File: src/rtl/convclk_pkg.sv
package convclk_pkg;

    localparam int PRE_W_DEF = 7;
    localparam int SEL_W_DEF = 3;
    localparam int SU_W_DEF  = 6;
    localparam int SET_W_DEF = 2;
    localparam int PH_W      = 3;

    typedef enum logic [PH_W-1:0] {
        PH_IDLE    = 3'd0,
        PH_SUPPLY  = 3'd1,
        PH_STARTUP = 3'd2,
        PH_SETTLE  = 3'd3,
        PH_READY   = 3'd4
    } phase_e;

endpackage

File: src/rtl/convclk_prescaler.sv
module convclk_prescaler #(
    parameter int PRE_W = 7,
    parameter int SEL_W = 3
) (
    input  logic             clk,
    input  logic             rst,
    input  logic             en_i,
    input  logic [SEL_W-1:0] div_sel_i,
    output logic             tick_o,
    output logic [SEL_W-1:0] sel_q_o
);
    localparam int TAPS = 1 << SEL_W;

    logic [PRE_W-1:0] cnt_q;
    logic [SEL_W-1:0] sel_q;
    logic [TAPS-1:0]  tap_hit;
    logic [SEL_W-1:0] tap_idx;

    // Counter runs only while enabled; code is captured only while disabled
    always_ff @(posedge clk) begin
        if (rst) begin
            cnt_q <= '0;
            sel_q <= '0;
        end else if (!en_i) begin
            cnt_q <= '0;
            sel_q <= div_sel_i;
        end else begin
            cnt_q <= cnt_q + 1'b1;
        end
    end

    // Tap i fires when the low i+1 counter bits are all ones (divide by 2^(i+1))
    for (genvar i = 0; i < TAPS; i++) begin : g_tap
        if (i < PRE_W) begin : g_live
            assign tap_hit[i] = &cnt_q[i:0];
        end else begin : g_top
            assign tap_hit[i] = &cnt_q;
        end
    end

    // Codes 0 and 1 both use the divide-by-two tap
    always_comb begin
        tap_idx = (sel_q == '0) ? '0 : sel_q - 1'b1;
    end

    assign tick_o  = en_i & tap_hit[tap_idx];
    assign sel_q_o = sel_q;

endmodule

File: src/rtl/convclk_seq_fsm.sv
module convclk_seq_fsm
    import convclk_pkg::*;
#(
    parameter int SU_W  = 6,
    parameter int SET_W = 2
) (
    input  logic             clk,
    input  logic             rst,
    input  logic             en_i,
    input  logic             tick_i,
    input  logic             supply_ok_i,
    input  logic [SU_W-1:0]  su_len_i,
    input  logic [SET_W-1:0] settle_i,
    input  logic             diff_i,
    output phase_e           phase_o,
    output logic             ready_o
);
    localparam int ST_CW = (1 << SET_W) - 1;

    typedef struct packed {
        logic [SU_W-1:0]  su_cnt;
        logic [ST_CW-1:0] st_cnt;
        logic             diff;
    } seq_cfg_t;

    phase_e   state_q, state_d;
    seq_cfg_t cfg_q;
    logic     su_done, st_done, capture;

    assign su_done = tick_i && (cfg_q.su_cnt == '0);
    assign st_done = tick_i && (cfg_q.st_cnt == '0);

    always_comb begin
        state_d = state_q;
        unique case (state_q)
            PH_IDLE:    state_d = PH_SUPPLY;
            PH_SUPPLY:  if (supply_ok_i) state_d = PH_STARTUP;
            PH_STARTUP: if (su_done) state_d = cfg_q.diff ? PH_SETTLE : PH_READY;
            PH_SETTLE:  if (st_done) state_d = PH_READY;
            PH_READY:   state_d = PH_READY;
            default:    state_d = PH_IDLE;
        endcase
        if (!en_i) state_d = PH_IDLE;
    end

    assign capture = en_i && (state_q == PH_SUPPLY) && supply_ok_i;

    always_ff @(posedge clk) begin
        if (rst) begin
            state_q <= PH_IDLE;
            cfg_q   <= '0;
        end else begin
            state_q <= state_d;
            if (capture) begin
                cfg_q.su_cnt <= su_len_i;
                cfg_q.st_cnt <= ST_CW'((1 << settle_i) - 1);
                cfg_q.diff   <= diff_i;
            end else if (en_i && state_q == PH_STARTUP && tick_i && !su_done) begin
                cfg_q.su_cnt <= cfg_q.su_cnt - 1'b1;
            end else if (en_i && state_q == PH_SETTLE && tick_i && !st_done) begin
                cfg_q.st_cnt <= cfg_q.st_cnt - 1'b1;
            end
        end
    end

    assign phase_o = state_q;
    assign ready_o = (state_q == PH_READY);

endmodule

File: src/rtl/convclk_startup.sv
module convclk_startup
    import convclk_pkg::*;
#(
    parameter int PRE_W = PRE_W_DEF,
    parameter int SEL_W = SEL_W_DEF,
    parameter int SU_W  = SU_W_DEF,
    parameter int SET_W = SET_W_DEF
) (
    input  logic             clk,
    input  logic             rst,
    input  logic             en_i,
    input  logic [SEL_W-1:0] div_sel_i,
    input  logic [SU_W-1:0]  su_len_i,
    input  logic [SET_W-1:0] settle_i,
    input  logic             diff_mode_i,
    input  logic             supply_ok_i,
    output logic             cclk_en_o,
    output logic             ready_o,
    output logic [PH_W-1:0]  phase_o
);
    logic             tick;
    logic [SEL_W-1:0] sel_live;
    phase_e           phase;

    convclk_prescaler #(.PRE_W(PRE_W), .SEL_W(SEL_W)) u_pre (
        .clk       (clk),
        .rst       (rst),
        .en_i      (en_i),
        .div_sel_i (div_sel_i),
        .tick_o    (tick),
        .sel_q_o   (sel_live)
    );

    convclk_seq_fsm #(.SU_W(SU_W), .SET_W(SET_W)) u_seq (
        .clk         (clk),
        .rst         (rst),
        .en_i        (en_i),
        .tick_i      (tick),
        .supply_ok_i (supply_ok_i),
        .su_len_i    (su_len_i),
        .settle_i    (settle_i),
        .diff_i      (diff_mode_i),
        .phase_o     (phase),
        .ready_o     (ready_o)
    );

    assign cclk_en_o = tick;
    assign phase_o   = phase;

endmodule

File: config.mk
export PLATFORM = sky130hd
export DESIGN_NAME = convclk_startup
export DESIGN_NICKNAME = d
export VERILOG_FILES = /design/src/rtl/convclk_pkg.sv /design/src/rtl/convclk_prescaler.sv /design/src/rtl/convclk_seq_fsm.sv /design/src/rtl/convclk_startup.sv
export SDC_FILE = /design/constraint.sdc
export NUM_CORES = 1
export LEC_CHECK = 0
export ABC_AREA = 1
export BUFFER_PORTS_ARGS = -buffer_cell sky130_fd_sc_hd__buf_2
export CORE_MARGIN = 2
export CORE_UTILIZATION = 39
export CTS_CLUSTER_SIZE = 14
export DETAILED_ROUTE_END_ITERATION = 12
export SYNTH_ARGS = -nofsm -noshare
export SYNTH_HDL_FRONTEND = slang
export SYNTH_SLANG_ARGS = --single-unit
export TNS_END_PERCENT = 30
File: constraint.sdc
create_clock -name clk -period 4.1 [get_ports clk]
set_input_delay 0 -clock clk [delete_from_list [all_inputs] [get_ports clk]]
set_output_delay 0 -clock clk [all_outputs]
set_load 0.02 [all_outputs]
==> flow_metrics.py <==
metrics = {
    "power_and_ir_drop": {
        "p_seq_share_pct": 49.5,
        "max-vdd-ir-drop_uv": 115,
        "combPwrFrac_pct": 19.9,
        "power.density_nw_per_um2": 283,
        "power.switching_uw": 143,
        "leakage_nw": 0.804,
        "p_int_uw": 338,
        "sw_frac_of_total_pct": 29.7,
        "clkPwrFrac_pct": 30.6,
    },
    "placement": {
        "port-buffer-count": 20,
        "post_dp_cell_area_um2": 1640,
        "dp_hpwl_um": 2330,
        "globalplace.congestion": 0.802,
    },
    "clock_tree": {
        "cts_tree": "built",
        "root_buffer": "clkbuf_8",
        "htree_levels": 1,
        "clock_path_buffers": 2,
        "cts_setup_buffers": 0,
        "cts_buffers": 3,
        "ctsResizeCount": 0,
        "clk_pin_slew_ns": 0.09,
        "cts_sinks": 23,
        "clock_latency_ns": 0.27,
    },
    "drt": {
        "wl_um": 2900,
        "vias": 1335,
        "drtAntennaViolNets": 0,
        "drtPass1Iterations": 4,
        "wl_met1_um": 1530,
        "viasPerCell": 4.67,
        "first_iter_violations": 42,
        "wl_met3_um": 102,
        "drc_errors": 0,
        "routed.top_layer": "met4",
        "wl_per_cell_um": 10.1,
        "wl_met2_um": 1220,
    },
    "logic_synthesis": {
        "netlist_area_um2": 1490,
        "yosys-top-cells-area": "dfxtp_1 31%, nand2_1 9.6%, nor2_1 9.1%, inv_1 8.1%, ha_1 7.6%",
        "ys_warn_count": 0,
        "synth-seq-cells": 23,
        "synthFlopType": "dfxtp_1",
        "yosysUniqueCellTypes": 28,
        "synthCells": 214,
        "synth.top_cell.area_share_pct": 31.0,
        "yosysTopAreaCell": "dfxtp_1",
        "synth_commonest_cells": "38 x nand2_1, 36 x nor2_1, 32 x inv_1, 23 x dfxtp_1, 12 x o21ai_0",
        "postSynthAreaPerCell_um2": 6.95,
        "async_flop_share_pct": 0,
        "seq_area_frac_synth_pct": 31.0,
        "syn_nets": 239,
        "synth_most_common_cell": "nand2_1",
        "synth_edf_count": 0,
    },
    "critical_path": {
        "worst-path-max-fanout": 4,
        "required_ns": 4.10,
        "r2r_start": "u_pre.cnt_q[0]$_SDFF_PP0_",
        "regToRegSetupSlack_ns": 2.22,
        "critPathKind": "reg2out",
        "endpoint_kind": "primary output",
        "worst_ep_arrival_time_ns": 1.90,
        "reg2reg_to": "u_seq.cfg_q[1]$_SDFFE_PP0P_",
        "reg2regPathDepth": 13,
        "cp-start-kind": "flop",
    },
    "timing": {
        "fin_worst_skew_ns": 0.00310,
        "timing.final.hold_violations": 0,
        "slew_headroom_pct": 57.6,
        "post-route-period-util_pct": 46.3,
        "setup_viol": 0,
        "fin_hold_ws_ns": 0.00958,
        "drv_slew": 0,
        "min_period_ns": 1.90,
        "tightestPinTransition_ns": 0.633,
        "finalSetupTns_ns": 0,
        "max_clock_freq_mhz": 526,
        "rsz0062_at_grt": "no",
    },
    "grt": {
        "antenna_found_initial": 0,
        "overflow": 0,
        "grt_pass1_vias": 1255,
        "grt_max_degree": 14,
        "grt_pass1_wl_um": 5180,
        "grt_use_total_pct": 15.6,
    },
    "floorplanning": {
        "die_area_um2": 4320,
        "ios": 21,
        "die_y_um": 65.7,
        "core-area_um2": 3660,
        "floorplan.initialDensity_pct": 40.6,
        "dieWidth_um": 65.7,
        "num_rows": 22,
    },
    "outcome": {
        "status": "finished, final reports clean",
    },
    "final_layout": {
        "fin_nets": 264,
        "num_antenna_cells": 0,
        "fill_cells": 398,
        "drive_gt1_share_pct": 19.3,
        "fin_util_pct": 46.5,
        "syn2layout_area_growth_pct": 14.5,
        "finalInstanceArea_um2": 1700,
    },
    "run": {
        "drv_cap": 0,
    },
    "min_path": {
        "min_to": "u_seq.cfg_q[0]$_SDFFE_PP0P_",
        "hp-class": "in2reg",
        "holdPathStages": 3,
        "hp-start": "diff_mode_i",
    },
}
[layout make-up]
type | instances | area, um2 | share of cell area (%)
clock buffer | 4 | 45.0 | 2.65
inverter | 40 | 150 | 8.82
multi-input combinational | 149 | 866 | 50.9
sequential | 23 | 460 | 27.1
tap | 48 | 60.1 | 3.53
timing repair buffer | 22 | 120 | 7.06
[critical path, stage by stage, from the launching register on]
cell and delay [ns]:
dfxtp_1 0.38, ha_1 0.23, nand3_2 0.12, inv_1 0.09, ha_1 0.15, nor2_2 0.05
nor2_4 0.10, nand2_2 0.06, nand3_4 0.09, nand3_4 0.10, inv_1 0.09, buf_2 0.16
[per-layer routing]
metal | up-vias | GRT usage (%)
met1 | 591 | 19.8
met4 | 0 | 7.55
met2 | 20 | 25.8
met5 | - | 0
li1 | 720 | -
met3 | 4 | 2.05
[per-stage QoR]
stage	std cells	total power, mW	setup slack, ns
2_1_floorplan	214	0.315	2.40
6_report	286	0.481	2.20
3_5_place_dp	280	0.339	2.23
3_3_place_gp	280	0.339	2.20
4_1_cts	286	0.487	2.17
5_1_grt	286	0.512	2.01
[power groups by stage]
stage          Combinational [mW]  Clock (mW)  Sequential, mW
3_3_place_gp               0.0949           0           0.244
2_1_floorplan              0.0709           0           0.244
6_report                   0.0960       0.147           0.238
4_1_cts                    0.0967       0.152           0.238
5_1_grt                     0.110       0.162           0.240
3_5_place_dp               0.0950           0           0.244
[sequential cells by signal, summed over array words and instances, names as in the netlist]
register and flops:
u_pre.cnt_q 7, u_pre.sel_q_o 3, u_seq.phase_o 3, u_seq.cfg_q 10
[worst max-delay path by stage]
| stage | to | cells after the start | slack, ns | from |
|---|---|---|---|---|
| 6_report | cclk_en_o | 11 | 2.20 | u_pre.cnt_q[0]$_SDFF_PP0_ |
| 5_1_grt | u_seq.cfg_q[1]$_SDFFE_PP0P_ | 12 | 2.01 | u_pre.sel_q_o[0]$_SDFFE_PP0N_ |
| 4_1_cts | cclk_en_o | 11 | 2.17 | u_pre.cnt_q[0]$_SDFF_PP0_ |
| 3_5_place_dp | u_seq.cfg_q[1]$_SDFFE_PP0P_ | 13 | 2.23 | u_pre.cnt_q[0]$_SDFF_PP0_ |
| 3_3_place_gp | u_seq.cfg_q[2]$_SDFFE_PP0P_ | 13 | 2.20 | u_pre.cnt_q[0]$_SDFF_PP0_ |
| 2_1_floorplan | u_seq.cfg_q[1]$_SDFFE_PP0P_ | 13 | 2.40 | u_pre.cnt_q[0]$_SDFF_PP0_ |
[kinds of logic (layout without fill, tap and decap cells)]
group	Yosys count	in the layout	synth area share (%)
buffers and inverters	42	66	10.8
DFF	23	23	31.0
adders and majority gates	9	9	7.58
xor gates and xnor gates	6	6	3.54
and+or+nand+nor	102	102	35.0
AOI/OAI and AO/OA	32	32	12.1
[placed cells by master (no fill, tap or decap), types with 2 or more instances in the layout]
cell type,netlist,routed
nand2_1,38,38
ha_1,9,9
a21oi_1,11,11
nand3_1,5,5
nor2_1,36,36
o21ai_0,12,12
buf_2,2,20
nand4_1,4,4
nand2_4,2,2
o21ai_1,4,4
clkbuf_8,0,3
dlygate4sd3_1,0,2
inv_2,7,7
inv_1,32,32
nor2_2,2,2
xnor2_1,4,4
o211ai_1,2,2
xor2_1,2,2
nor3_1,4,4
nand2_2,2,2
nand3_2,3,3
nand3_4,3,3
dfxtp_1,23,23
[timing repair]
action	4_1_cts	5_1_grt
hold buffers	2	0
hold endpoints to repair	6	0
endpoints found under the setup margin	0	0
No activity file was read; power rests on OpenSTA's default activity.
